--- src/rtl/mbus_arb_pkg.sv ---
package mbus_arb_pkg;

    typedef enum logic [2:0] {
        ST_IDLE = 3'd0,
        ST_OWN  = 3'd1,
        ST_PARK = 3'd2,
        ST_GAP  = 3'd3,
        ST_HOST = 3'd4
    } arb_state_t;

endpackage

--- src/rtl/mbus_arb_pick.sv ---
// Priority selector: fixed (lowest index) or rotating (after last owner).
module mbus_arb_pick #(
    parameter int NPROC = 6,
    localparam int IDXW = (NPROC > 1) ? $clog2(NPROC) : 1
) (
    input  logic [NPROC-1:0] req,
    input  logic [IDXW-1:0]  last,
    input  logic             rot,
    output logic             any,
    output logic [IDXW-1:0]  win
);

    logic [IDXW-1:0] fix_idx;
    logic [IDXW-1:0] rot_idx;
    logic            fix_hit;
    logic            rot_hit;

    always_comb begin
        fix_idx = '0;
        fix_hit = 1'b0;
        for (int i = 0; i < NPROC; i++) begin
            if (!fix_hit && req[i]) begin
                fix_idx = IDXW'(i);
                fix_hit = 1'b1;
            end
        end
    end

    always_comb begin
        int cand;
        rot_idx = '0;
        rot_hit = 1'b0;
        for (int k = 1; k <= NPROC; k++) begin
            cand = (int'(last) + k) % NPROC;
            if (!rot_hit && req[cand]) begin
                rot_idx = IDXW'(cand);
                rot_hit = 1'b1;
            end
        end
    end

    assign any = fix_hit;
    assign win = rot ? rot_idx : fix_idx;

endmodule

--- src/rtl/mbus_arb_ctrl.sv ---
// Ownership state machine.
module mbus_arb_ctrl
    import mbus_arb_pkg::*;
#(
    parameter int NPROC = 6,
    localparam int IDXW = (NPROC > 1) ? $clog2(NPROC) : 1
) (
    input  logic             clk,
    input  logic             rst_n,
    input  logic [NPROC-1:0] req,
    input  logic             lock,
    input  logic             busy,
    input  logic             host_req,
    input  logic             any_req,
    input  logic [IDXW-1:0]  win,
    output logic [IDXW-1:0]  owner,
    output logic             proc_on,
    output logic             host_on
);

    arb_state_t      state_q, state_d;
    logic [IDXW-1:0] owner_q, owner_d;
    logic [IDXW-1:0] pend_q,  pend_d;
    logic            phost_q, phost_d;

    always_ff @(posedge clk) begin
        if (!rst_n) begin
            state_q <= ST_IDLE;
            owner_q <= '0;
            pend_q  <= '0;
            phost_q <= 1'b0;
        end else begin
            state_q <= state_d;
            owner_q <= owner_d;
            pend_q  <= pend_d;
            phost_q <= phost_d;
        end
    end

    always_comb begin
        state_d = state_q;
        owner_d = owner_q;
        pend_d  = pend_q;
        phost_d = phost_q;
        unique case (state_q)
            ST_IDLE: begin
                if (host_req) begin
                    state_d = ST_HOST;
                end else if (any_req) begin
                    state_d = ST_OWN;
                    owner_d = win;
                end
            end
            ST_OWN: begin
                if (lock) begin
                    state_d = ST_OWN;
                end else if (host_req && !busy) begin
                    state_d = ST_GAP;
                    phost_d = 1'b1;
                end else if (req[owner_q]) begin
                    state_d = ST_OWN;
                end else if (any_req) begin
                    state_d = ST_GAP;
                    phost_d = 1'b0;
                    pend_d  = win;
                end else begin
                    state_d = ST_PARK;
                end
            end
            ST_PARK: begin
                if (lock) begin
                    state_d = req[owner_q] ? ST_OWN : ST_PARK;
                end else if (host_req) begin
                    state_d = ST_GAP;
                    phost_d = 1'b1;
                end else if (any_req && win == owner_q) begin
                    state_d = ST_OWN;
                end else if (any_req) begin
                    state_d = ST_GAP;
                    phost_d = 1'b0;
                    pend_d  = win;
                end
            end
            ST_GAP: begin
                if (phost_q) begin
                    state_d = ST_HOST;
                end else begin
                    state_d = ST_OWN;
                    owner_d = pend_q;
                end
            end
            ST_HOST: begin
                if (!host_req) begin
                    if (any_req) begin
                        state_d = ST_GAP;
                        phost_d = 1'b0;
                        pend_d  = win;
                    end else begin
                        state_d = ST_IDLE;
                    end
                end
            end
            default: state_d = ST_IDLE;
        endcase
    end

    always_comb begin
        proc_on = (state_q == ST_OWN) || (state_q == ST_PARK);
        host_on = (state_q == ST_HOST);
        owner   = owner_q;
    end

endmodule

--- src/rtl/mbus_arbiter.sv ---
module mbus_arbiter #(
    parameter int NPROC = 6
) (
    input  logic             clk,
    input  logic             rst_n,
    input  logic             rot_mode,
    input  logic [NPROC-1:0] proc_req,
    input  logic             lock,
    input  logic             busy,
    input  logic             host_req,
    output logic [NPROC-1:0] proc_gnt,
    output logic             host_gnt
);

    localparam int IDXW = (NPROC > 1) ? $clog2(NPROC) : 1;

    logic            any_req;
    logic [IDXW-1:0] win;
    logic [IDXW-1:0] owner;
    logic            proc_on;

    mbus_arb_pick #(.NPROC(NPROC)) u_pick (
        .req  (proc_req),
        .last (owner),
        .rot  (rot_mode),
        .any  (any_req),
        .win  (win)
    );

    mbus_arb_ctrl #(.NPROC(NPROC)) u_ctrl (
        .clk      (clk),
        .rst_n    (rst_n),
        .req      (proc_req),
        .lock     (lock),
        .busy     (busy),
        .host_req (host_req),
        .any_req  (any_req),
        .win      (win),
        .owner    (owner),
        .proc_on  (proc_on),
        .host_on  (host_gnt)
    );

    for (genvar g = 0; g < NPROC; g++) begin : g_gnt
        assign proc_gnt[g] = proc_on && (owner == IDXW'(g));
    end

endmodule

--- config.mk ---
export PLATFORM = sky130hd
export DESIGN_NAME = mbus_arbiter
export DESIGN_NICKNAME = d
export VERILOG_FILES = /design/src/rtl/mbus_arb_pkg.sv /design/src/rtl/mbus_arb_pick.sv /design/src/rtl/mbus_arb_ctrl.sv /design/src/rtl/mbus_arbiter.sv
export SDC_FILE = /design/constraint.sdc
export NUM_CORES = 1
export LEC_CHECK = 0
export BUFFER_PORTS_ARGS = -buffer_cell sky130_fd_sc_hd__buf_2
export CAP_MARGIN = 30
export CORE_MARGIN = 2
export CORE_UTILIZATION = 40
export CTS_CLUSTER_SIZE = 25
export DETAILED_ROUTE_END_ITERATION = 8
export GPL_TIMING_DRIVEN = 0
export PLACE_DENSITY_LB_ADDON = 0.12
export SLEW_MARGIN = 5
export SYNTH_ARGS = -nofsm -noshare
export SYNTH_HDL_FRONTEND = slang
export SYNTH_HIERARCHICAL = 1
export SYNTH_SLANG_ARGS = --single-unit
--- constraint.sdc ---
create_clock -name clk -period 5.8 [get_ports clk]
set_input_delay 1.16 -clock clk [delete_from_list [all_inputs] [get_ports clk]]
set_output_delay 1.16 -clock clk [all_outputs]
set_load 0.1 [all_outputs]
==> results.json, run 1 <==
{
  "outcome": "completed",
  "rsz0062_at_grt": "no",
  "drive_above_1_share_pct": 19.6,
  "num_rows": 25,
  "gp_congestion": 0.909,
  "clock_skew_ps": 0.926,
  "cts-buffers-inserted": 3,
  "ant_nets": 0,
  "antenna_found_initial": 0,
  "hp-start": "u_ctrl/pend_q[1]$_SDFFE_PN0P_",
  "dieArea_mm2": 0.00559,
  "avgSynthCellArea_um2": 7.58,
  "vias": 2042,
  "final_common_cell": "nand2_1",
  "r2r-start": "u_ctrl/owner[1]$_SDFFE_PN0P_",
  "synthFlopType": "dfxtp_1",
  "grt_pass1_vias": 1905,
  "crit_path_top_delay_cell": "dfxtp_1",
  "core-area_mm2": 0.00479,
  "layout_min_cycle_time_ps": 5130,
  "async_flop_share_pct": 0,
  "drt-total-wl_um": 5080,
  "synth_cells": 264,
  "critPathMaxStageDelay_ps": 760,
  "path_class": "reg -> reg",
  "crit_arrival_ps": 5300,
  "ctsHoldBuffers": 0,
  "pwr_density_cell_mw_per_mm2": 579,
  "crit_required_ps": 5970,
  "path_clk_slew_ps": 50,
  "fp.dieW_um": 74.7,
  "ys_warn_count": 6,
  "synth_seq_area_share_pct": 10.0,
  "setup_tns_ps": 0,
  "wl_per_cell_um": 14.4,
  "nets": 312,
  "syn_nets": 290,
  "cts_resized": 0,
  "drc": 0,
  "tritoncts": "built",
  "avgViaCountPerCell": 5.80,
  "setup_ws_ps": 670,
  "layout_common_cells": "32 x nand2_1, 19 x buf_2, 18 x nor2_1",
  "final.period_utilization_pct": 88.4,
  "cts_setup_buffers": 0,
  "total_power_mw": 1.29,
  "cts_max_path_buffers": 2,
  "drt_iter0_drc": 97,
  "dpl_worst_slack_ps": 676,
  "io_pins": 19,
  "crit_path_start": "u_ctrl/owner[1]$_SDFFE_PN0P_",
  "grt.overflow.total": 0,
  "p_leak_nw": 0.938,
  "diodes": 0,
  "synthDistinctLibCells": 78,
  "synth-edff-count": 0,
  "maxSlewHeadroom_pct": 53.5,
  "max_clock_freq_ghz": 0.195,
  "htree_levels": 1,
  "min_path_type": "reg -> reg",
  "maxSlewViolCount": 0,
  "grt_start_max_net_pins": 20,
  "root_buffer": "clkbuf_8",
  "filler_cell_count": 479,
  "grt_pass1_wl_um": 8510,
  "initial_core_util_pct": 41.8,
  "cts.sinks": 10,
  "netlist_area_mm2": 0.00200,
  "io_buffers": 17,
  "peakVddDrop_mv": 0.255,
  "ys_ff_latch": 10,
  "cap_viol_max_count": 0,
  "track_usage_pct": 19.1,
  "startpoint_type": "register",
  "hold_viol": 0,
  "drtPass1Iterations": 4,
  "worstMarginPinSlew_ps": 697,
  "clock_latency_ps": 240,
  "setup_violations": 0,
  "path_cells": "inv_1 -> ha_1 -> a21oi_1 -> inv_1 -> ha_1 -> inv_1 -> a311oi_1 -> nor4_1 -> o21ba_4 -> nand3_4 -> or4_1 -> a31o_1 -> xnor2_1 -> a31oi_1 -> o211ai_1 -> nor2_4 -> mux2i_1",
  "crit_fanout": 19,
  "path_common_cell": "inv_1",
  "dieHeight_um": 74.7,
  "post-dp-hpwl_um": 3960,
  "area_growth_pct": 11.2,
  "crit_path_end_kind": "register"
}
per-stage QoR:
step	std cells	util, %	hold slack [ps]	area (um^2)
2_1_floorplan	264	-	435	2000
3_3_place_gp	348	45.4	449	2170
3_5_place_dp	348	45.4	453	2170
4_1_cts	352	46.5	460	2230
5_1_grt	352	46.5	475	2230
6_report	352	46.5	459	2230
registers in the layout (all words and copies together) (netlist names):
name,cells
u_ctrl/owner,3
u_ctrl/pend_q,3
u_ctrl/phost_q,1
u_ctrl/state_q,3
metal layers:
layer | share of wire [%] | vias to the layer above | track usage [%]
li1 | - | 1039 | -
met1 | 45 | 950 | 23.0
met2 | 49 | 42 | 33.9
met3 | 3.3 | 11 | 2.14
met4 | 2.3 | 0 | 9.13
met5 | 0 | - | 0
kinds of logic after synthesis:
group                      after synthesis  synth area share, %
buffers and inverters                   24                 6.37
AOI/OAI and AO/OA                       84                 31.9
DFF                                     10                 10.0
adders and majority gates               14                 8.75
and+or+nand+nor                        109                 30.7
xor gates and xnor gates                 9                 4.69
muxes                                   14                 7.56
critical path, delay by kind of cell (launching register included):
kind / cells / cell delay, ps
DFF: 1 / 760
and+or+nand+nor: 4 / 940
muxes: 1 / 190
buffers and inverters: 3 / 550
xor gates and xnor gates: 1 / 160
AOI/OAI and AO/OA: 6 / 1790
adders and majority gates: 2 / 660
cell usage after synthesis (7+ instances only):
library cell	number	area (um^2)
nor2b_1	8	50.1
a21oi_1	11	55.1
xnor2_1	7	61.3
mux2i_1	8	80.1
dfxtp_1	10	200
inv_1	12	45.0
nand2_1	32	120
ha_1	14	175
nor2_1	18	67.6
nand3_1	10	50.1
o21ai_0	10	50.1
final timing paths:
check / endpoint / slack, ps / depth (start not counted)
hold reg to reg: u_ctrl/pend_q[1]$_SDFFE_PN0P_ / 460 / 2
setup / recovery: u_ctrl/pend_q[0]$_SDFFE_PN0P_ / 670 / 17
setup reg to reg: u_ctrl/pend_q[0]$_SDFFE_PN0P_ / 670 / 17
hold / removal: u_ctrl/pend_q[1]$_SDFFE_PN0P_ / 460 / 2
final cells by class:
type                            count  area (um^2)  share of cell area (%)
Buffer                             10         75.1                    3.37
Clock buffer                        4         55.1                    2.47
Inverter                           14         52.6                    2.36
Multi-Input combinational cell    230         1670                    75.2
Sequential cell                    10          200                    8.99
Tap cell                           67         83.8                    3.77
Timing Repair Buffer               17         85.1                    3.82
report_power, final:
part,total [mW],internal (mW),switching (mW)
clock network,0.0870,0.0597,0.0273
logic,1.06,0.436,0.628
registers,0.138,0.0897,0.0485
(Power assumes the default switching activity.)
==> run 2: changes to the inputs <==
--- a/config.mk
+++ b/config.mk
@@ -5,10 +5,11 @@
 export SDC_FILE = /design/constraint.sdc
 export NUM_CORES = 1
 export LEC_CHECK = 0
+export ABC_AREA = 1
 export BUFFER_PORTS_ARGS = -buffer_cell sky130_fd_sc_hd__buf_2
 export CAP_MARGIN = 30
 export CORE_MARGIN = 2
-export CORE_UTILIZATION = 40
+export CORE_UTILIZATION = 55
 export CTS_CLUSTER_SIZE = 25
 export DETAILED_ROUTE_END_ITERATION = 8
 export GPL_TIMING_DRIVEN = 0
==> run 2 against run 1 <==
Setup slack improved by 820 ps. First-iteration DRC count grew 130%. Critical endpoint unchanged. Critical path type unchanged. Via count grew 12%. Hold slack better by 3.7 ps. Flip-flop and latch count did not move. Count of clock-buffer cells in the layout stayed put. Register-to-register slack gained 820 ps. Cell count up 22%. Maximum frequency increased by 19%. Global-route usage is 5.5 points higher.
==> results.json, run 2 <==
{
  "path_clk_slew_ps": 70,
  "cts-buffers-inserted": 3,
  "cts_resized": 0,
  "cts.sinks": 10,
  "dp_cells": 426,
  "crit_fanout": 14,
  "post-dp-hpwl_um": 3810,
  "wl_per_cell_um": 11.0,
  "clock_latency_ps": 280,
  "critPathMaxStageDelay_ps": 640,
  "async_flop_share_pct": 0,
  "drtPass1Iterations": 6,
  "grt.overflow.total": 0,
  "synth-edff-count": 0,
  "tritoncts": "built",
  "synth_fa_ha_area_share_pct": 8.96,
  "area_growth_pct": 9.40,
  "root_buffer": "clkbuf_4",
  "cap_viol_max_count": 0,
  "yosysTopAreaCellShare_pct": 23.8,
  "ant_nets": 0,
  "crit_arrival_ps": 4460,
  "path_class": "reg -> reg",
  "crit_path_end_kind": "register",
  "gp_congestion": 0.946,
  "worstMarginPinSlew_ps": 619,
  "maxSlewHeadroom_pct": 58.7,
  "synthDistinctLibCells": 35,
  "ys_ff_latch": 10,
  "path_common_cell": "nand2_1",
  "antenna_found_initial": 0,
  "synth_seq_area_share_pct": 10.2,
  "drt_iter0_drc": 227,
  "netlist.top_cell.by_area": "nand2_1",
  "setup_violations": 0,
  "grt_pass1_vias": 1947,
  "hold_viol": 0,
  "ys_warn_count": 6,
  "fp.dieW_um": 63.6,
  "crit_path_top_delay_cell": "dfxtp_1",
  "grt_pass1_wl_um": 8270,
  "synth_top_family_by_area": "simple AND/OR/NAND/NOR gates",
  "synth_most_common_cell": "nand2_1",
  "layout_common_cells": "124 x nand2_1, 56 x inv_1, 35 x nor2_1, 35 x nand3_1, 18 x buf_2",
  "drive_above_1_share_pct": 15.1,
  "outcome": "completed",
  "ctsHoldBuffers": 0,
  "final_common_cell": "nand2_1",
  "grt_start_max_net_pins": 19,
  "cts_max_path_buffers": 2,
  "vias": 2281,
  "synthFlopType": "dfxtp_1",
  "syn_nets": 388,
  "dieHeight_um": 63.6,
  "diodes": 0,
  "nets": 411,
  "clock_skew_ps": 13.6,
  "startpoint_type": "register",
  "netlist_area_mm2": 0.00196,
  "setup_tns_ps": 0,
  "io_pins": 19,
  "filler_cell_count": 349,
  "avgViaCountPerCell": 5.30,
  "synth-simple-area-share_pct": 54.6,
  "synth_cells": 362,
  "rsz0062_at_grt": "no",
  "synth_compound_area_share_pct": 11.3,
  "io_buffers": 18,
  "cts_setup_buffers": 0,
  "drc": 0,
  "max_clock_freq_ghz": 0.232,
  "htree_levels": 1,
  "synth_xor_area_share_pct": 1.79,
  "dieArea_mm2": 0.00405,
  "min_path_type": "reg -> reg",
  "maxSlewViolCount": 0,
  "core-area_mm2": 0.00336,
  "track_usage_pct": 24.7,
  "drt-total-wl_um": 4730,
  "layout_min_cycle_time_ps": 4310,
  "initial_core_util_pct": 58.1,
  "fin_cells": 430,
  "muxShareOfSynthArea_pct": 0,
  "yosys-top-cells-area": "nand2_1 24%, inv_1 11%, dfxtp_1 10%, ha_1 9.0%, nand3_1 9.0%",
  "synth_common_cells": "124 x nand2_1, 56 x inv_1, 35 x nand3_1, 35 x nor2_1, 14 x ha_1",
  "num_rows": 21,
  "crit_required_ps": 5950,
  "avgSynthCellArea_um2": 5.40,
  "final.period_utilization_pct": 74.3
}
-- run 2: changes by cell type in the layout (fill, tap and decap cells not counted), moves of 5 or more --
cell     previous run  this run
a21o_1              5         0
nand3_1            10        35
mux2i_1             8         0
nand2_1            32       124
nor2b_1             8         0
o211a_1             5         0
nand2_2             0        13
inv_1              12        56
nand4_1             2        10
xnor2_1             7         1
nor2_1             18        35
-- run 2: metrics by stage --
| stage | utilization (%) | worst slack, ps | cell area (um^2) | hold WS (ps) |
|---|---|---|---|---|
| 6_report | 63.6 | 1490 | 2140 | 463 |
| 5_1_grt | 63.6 | 881 | 2140 | 473 |
| 4_1_cts | 63.6 | 1500 | 2140 | 464 |
| 3_5_place_dp | 62.5 | 1530 | 2100 | 455 |
| 3_3_place_gp | 62.5 | 1610 | 2100 | 455 |
| 2_1_floorplan | - | 2250 | 1960 | 439 |
-- run 2: cells by family (layout without fill, tap and decap cells) --
kind of cell	after synthesis	count (layout)
and+or+nand+nor	233	233
xor gates and xnor gates	4	4
DFF	10	10
buffers and inverters	64	86
AOI/OAI and AO/OA	37	37
adders and majority gates	14	14
-- run 2: final timing paths --
| kind | slack, ps | cells past startpoint | startpoint | end |
|---|---|---|---|---|
| max | 1490 | 29 | u_ctrl/owner[1]$_SDFFE_PN0P_ | u_ctrl/pend_q[0]$_SDFFE_PN0P_ |
| min | 460 | 2 | u_ctrl/pend_q[1]$_SDFFE_PN0P_ | u_ctrl/pend_q[1]$_SDFFE_PN0P_ |
| max reg2reg | 1490 | 29 | u_ctrl/owner[1]$_SDFFE_PN0P_ | u_ctrl/pend_q[0]$_SDFFE_PN0P_ |
| min reg2reg | 460 | 2 | u_ctrl/pend_q[1]$_SDFFE_PN0P_ | u_ctrl/pend_q[1]$_SDFFE_PN0P_ |
-- run 2: layer usage --
metal  vias up  routed length [um]  part of all wire (%)  GRT usage (%)
li1       1192                   -                     -              -
met4         0                  19                  0.40           4.89
met5         -                   0                     0              0
met2        85                2070                    44           40.4
met1      1000                2290                    48           34.8
met3         4                 351                   7.4           2.86
-- run 2: final cells by class --
class	instances	area (um^2)	share of cell area, %
well taps	46	57.6	2.69
flip-flops and latches	10	200	9.36
clock buffers	4	36.3	1.70
repair buffers	18	90.1	4.21
multi-input cells	288	1500	70.1
plain buffers	2	22.5	1.05
inverters	62	233	10.9
-- run 2: worst max-delay path: cells and delay by family, from the launching register on --
kind / cells / cell delay (ps)
flip-flops: 1 / 640
buffers and inverters: 3 / 440
adder cells (fa/ha/maj): 2 / 620
AO/OA/AOI/OAI: 4 / 690
AND/OR/NAND/NOR: 20 / 1780
Power of run 2 is left out: the tool's default activity adds up to more than one toggle a clock period on the data nets, which glitch-free logic cannot reach.
==> run 3: changes to the inputs <==
==> constraint.sdc (replaced) <==
create_clock -name clk -period 3.55 [get_ports clk]
set_input_delay 0.71 -clock clk [delete_from_list [all_inputs] [get_ports clk]]
set_output_delay 0.71 -clock clk [all_outputs]
set_load 0.1 [all_outputs]
==> run 3 against run 2 <==
Die area did not move. Setup slack got worse by 1500 ps. Flip-flop and latch count did not move. Global-route usage rose by 2.7 points. Clock skew rose by 3.3 ps. Non-clock buffer count rose by 28. First-iteration DRC count rose by 14%. Critical path depth fell by 2. Hold slack got worse by 7.4 ps. Maximum frequency rose by 23%.
==> results.json, run 3 (synthesis results as in run 2) <==
{
  "outcome": "completed",
  "final_common_cell": "nand2_1",
  "vias": 2549,
  "initial_core_util_pct": 58.1,
  "drt-total-wl_um": 6020,
  "grt.overflow.total": 0,
  "tritoncts": "built",
  "clock_latency_ps": 290,
  "ant_nets": 0,
  "drtPass1Iterations": 5,
  "track_usage_pct": 27.4,
  "maxSlewViolCount": 0,
  "maxSlewHeadroom_pct": 68.4,
  "filler_cell_count": 262,
  "clock_skew_ps": 16.9,
  "startpoint_type": "register",
  "num_rows": 21,
  "final.period_utilization_pct": 99.0,
  "area_growth_pct": 36.9,
  "grt_start_max_net_pins": 11,
  "cap_viol_max_count": 0,
  "utilization_pct": 79.6,
  "cts_max_path_buffers": 2,
  "crit_required_ps": 3700,
  "antenna_found_initial": 0,
  "crit_fanout": 8,
  "hold_slack_ps": 456,
  "setup_violations": 0,
  "grt_pass1_vias": 2144,
  "drt_iter0_drc": 258,
  "final_area_mm2": 0.00268,
  "cts.sinks": 10,
  "wl_per_cell_um": 13.1,
  "htree_levels": 1,
  "path_class": "reg -> reg",
  "gp_congestion": 0.946,
  "crit_path_end_kind": "register",
  "hold_viol": 0,
  "cts-buffers-inserted": 3,
  "avgViaCountPerCell": 5.57,
  "setup_ws_ps": 35.5,
  "worstMarginPinSlew_ps": 468,
  "drc": 0,
  "grt_pass1_wl_um": 9090,
  "layout_common_cells": "101 x nand2_1, 46 x inv_1, 30 x nand2_2",
  "post-dp-hpwl_um": 3810,
  "io_buffers": 18,
  "core-area_mm2": 0.00336,
  "layout_min_cycle_time_ps": 3510,
  "placed_area_mm2": 0.00210,
  "r2r-start": "u_ctrl/owner[1]$_SDFFE_PN0P_",
  "root_buffer": "clkbuf_4",
  "io_pins": 19,
  "hp-start": "u_ctrl/pend_q[1]$_SDFFE_PN0P_",
  "min_path_type": "reg -> reg",
  "fp.dieW_um": 63.6,
  "r2r_end": "u_ctrl/pend_q[1]$_SDFFE_PN0P_",
  "path_clk_slew_ps": 80,
  "hold_end": "u_ctrl/pend_q[1]$_SDFFE_PN0P_",
  "crit_arrival_ps": 3670,
  "hold_depth": 2,
  "diodes": 0,
  "rsz0062_at_grt": "yes",
  "ctsHoldBuffers": 0,
  "nets": 439,
  "ff2ff_path_depth": 27,
  "max_clock_freq_ghz": 0.285,
  "drive_above_1_share_pct": 36.4,
  "r2r_slack_ps": 40,
  "dieArea_mm2": 0.00405,
  "dieHeight_um": 63.6,
  "dpl_worst_slack_ps": -719
}
run 3: timing repair:
item	CTS	global route
buffers inserted	19	9
gates resized for setup	23	66
endpoints found under the setup margin	8	5
pin swaps	14	44
run 3: layout make-up:
class / instances / area (um^2) / share of cell area [%]
multi-input cells: 288 / 1800 / 67.2
repair buffers: 46 / 313 / 11.7
inverters: 62 / 236 / 8.83
flip-flops and latches: 10 / 211 / 7.90
well taps: 46 / 57.6 / 2.15
clock buffers: 4 / 36.3 / 1.36
plain buffers: 2 / 22.5 / 0.841
run 3: worst max path at each step:
stage / from / to / slack (ps) / cells after the start
3_3_place_gp: u_ctrl/owner[1]$_SDFFE_PN0P_ / u_ctrl/pend_q[2]$_SDFFE_PN0P_ / -640 / 29
2_1_floorplan: u_ctrl/owner[1]$_SDFFE_PN0P_ / u_ctrl/pend_q[0]$_SDFFE_PN0P_ / 3 / 31
6_report: u_ctrl/owner[1]$_SDFFE_PN0P_ / u_ctrl/pend_q[1]$_SDFFE_PN0P_ / 40 / 27
4_1_cts: u_ctrl/owner[1]$_SDFFE_PN0P_ / u_ctrl/pend_q[0]$_SDFFE_PN0P_ / 6 / 27
5_1_grt: u_ctrl/owner[2]$_SDFFE_PN0P_ / u_ctrl/pend_q[0]$_SDFFE_PN0P_ / -210 / 28
3_5_place_dp: u_ctrl/owner[1]$_SDFFE_PN0P_ / u_ctrl/pend_q[0]$_SDFFE_PN0P_ / -720 / 29
run 3: routing by layer:
layer  up-vias  share of wire [%]  wire [um]  GRT usage [%]
met5         -                  0          0              0
met4         0                1.6         98           6.52
met3        15                8.2        493           3.39
met2       116                 48       2860           46.3
met1      1163                 43       2570           36.9
li1       1255                  -          -              -
run 3: worst max-delay path: stages, from the launching register on:
cell and delay [ps]:
dfxtp_4 370, buf_12 140, ha_4 180, nor2_4 140
nor2_4 60, ha_4 230, inv_2 40, nand3_2 70
nand2_4 90, nand4_1 190, nand3_1 150, nand3_2 110
nand2_4 110, nand2_4 60, nor2_4 160, nand3_2 130
nand4_1 120, nand3_1 90, nand2_2 110, nand2_2 60
nand2_2 70, nor2_4 40, nand2_2 70, nor2_4 40
nor3_4 250, nand2_2 120, nand2_1 90, a21oi_1 50
run 3: through the flow:
stage,instances,TNS (ps)
2_1_floorplan,362,0
3_3_place_gp,426,-3180
3_5_place_dp,426,-3690
4_1_cts,449,0
5_1_grt,458,-877
6_report,458,0
Power of run 3 is left out for the same reason.
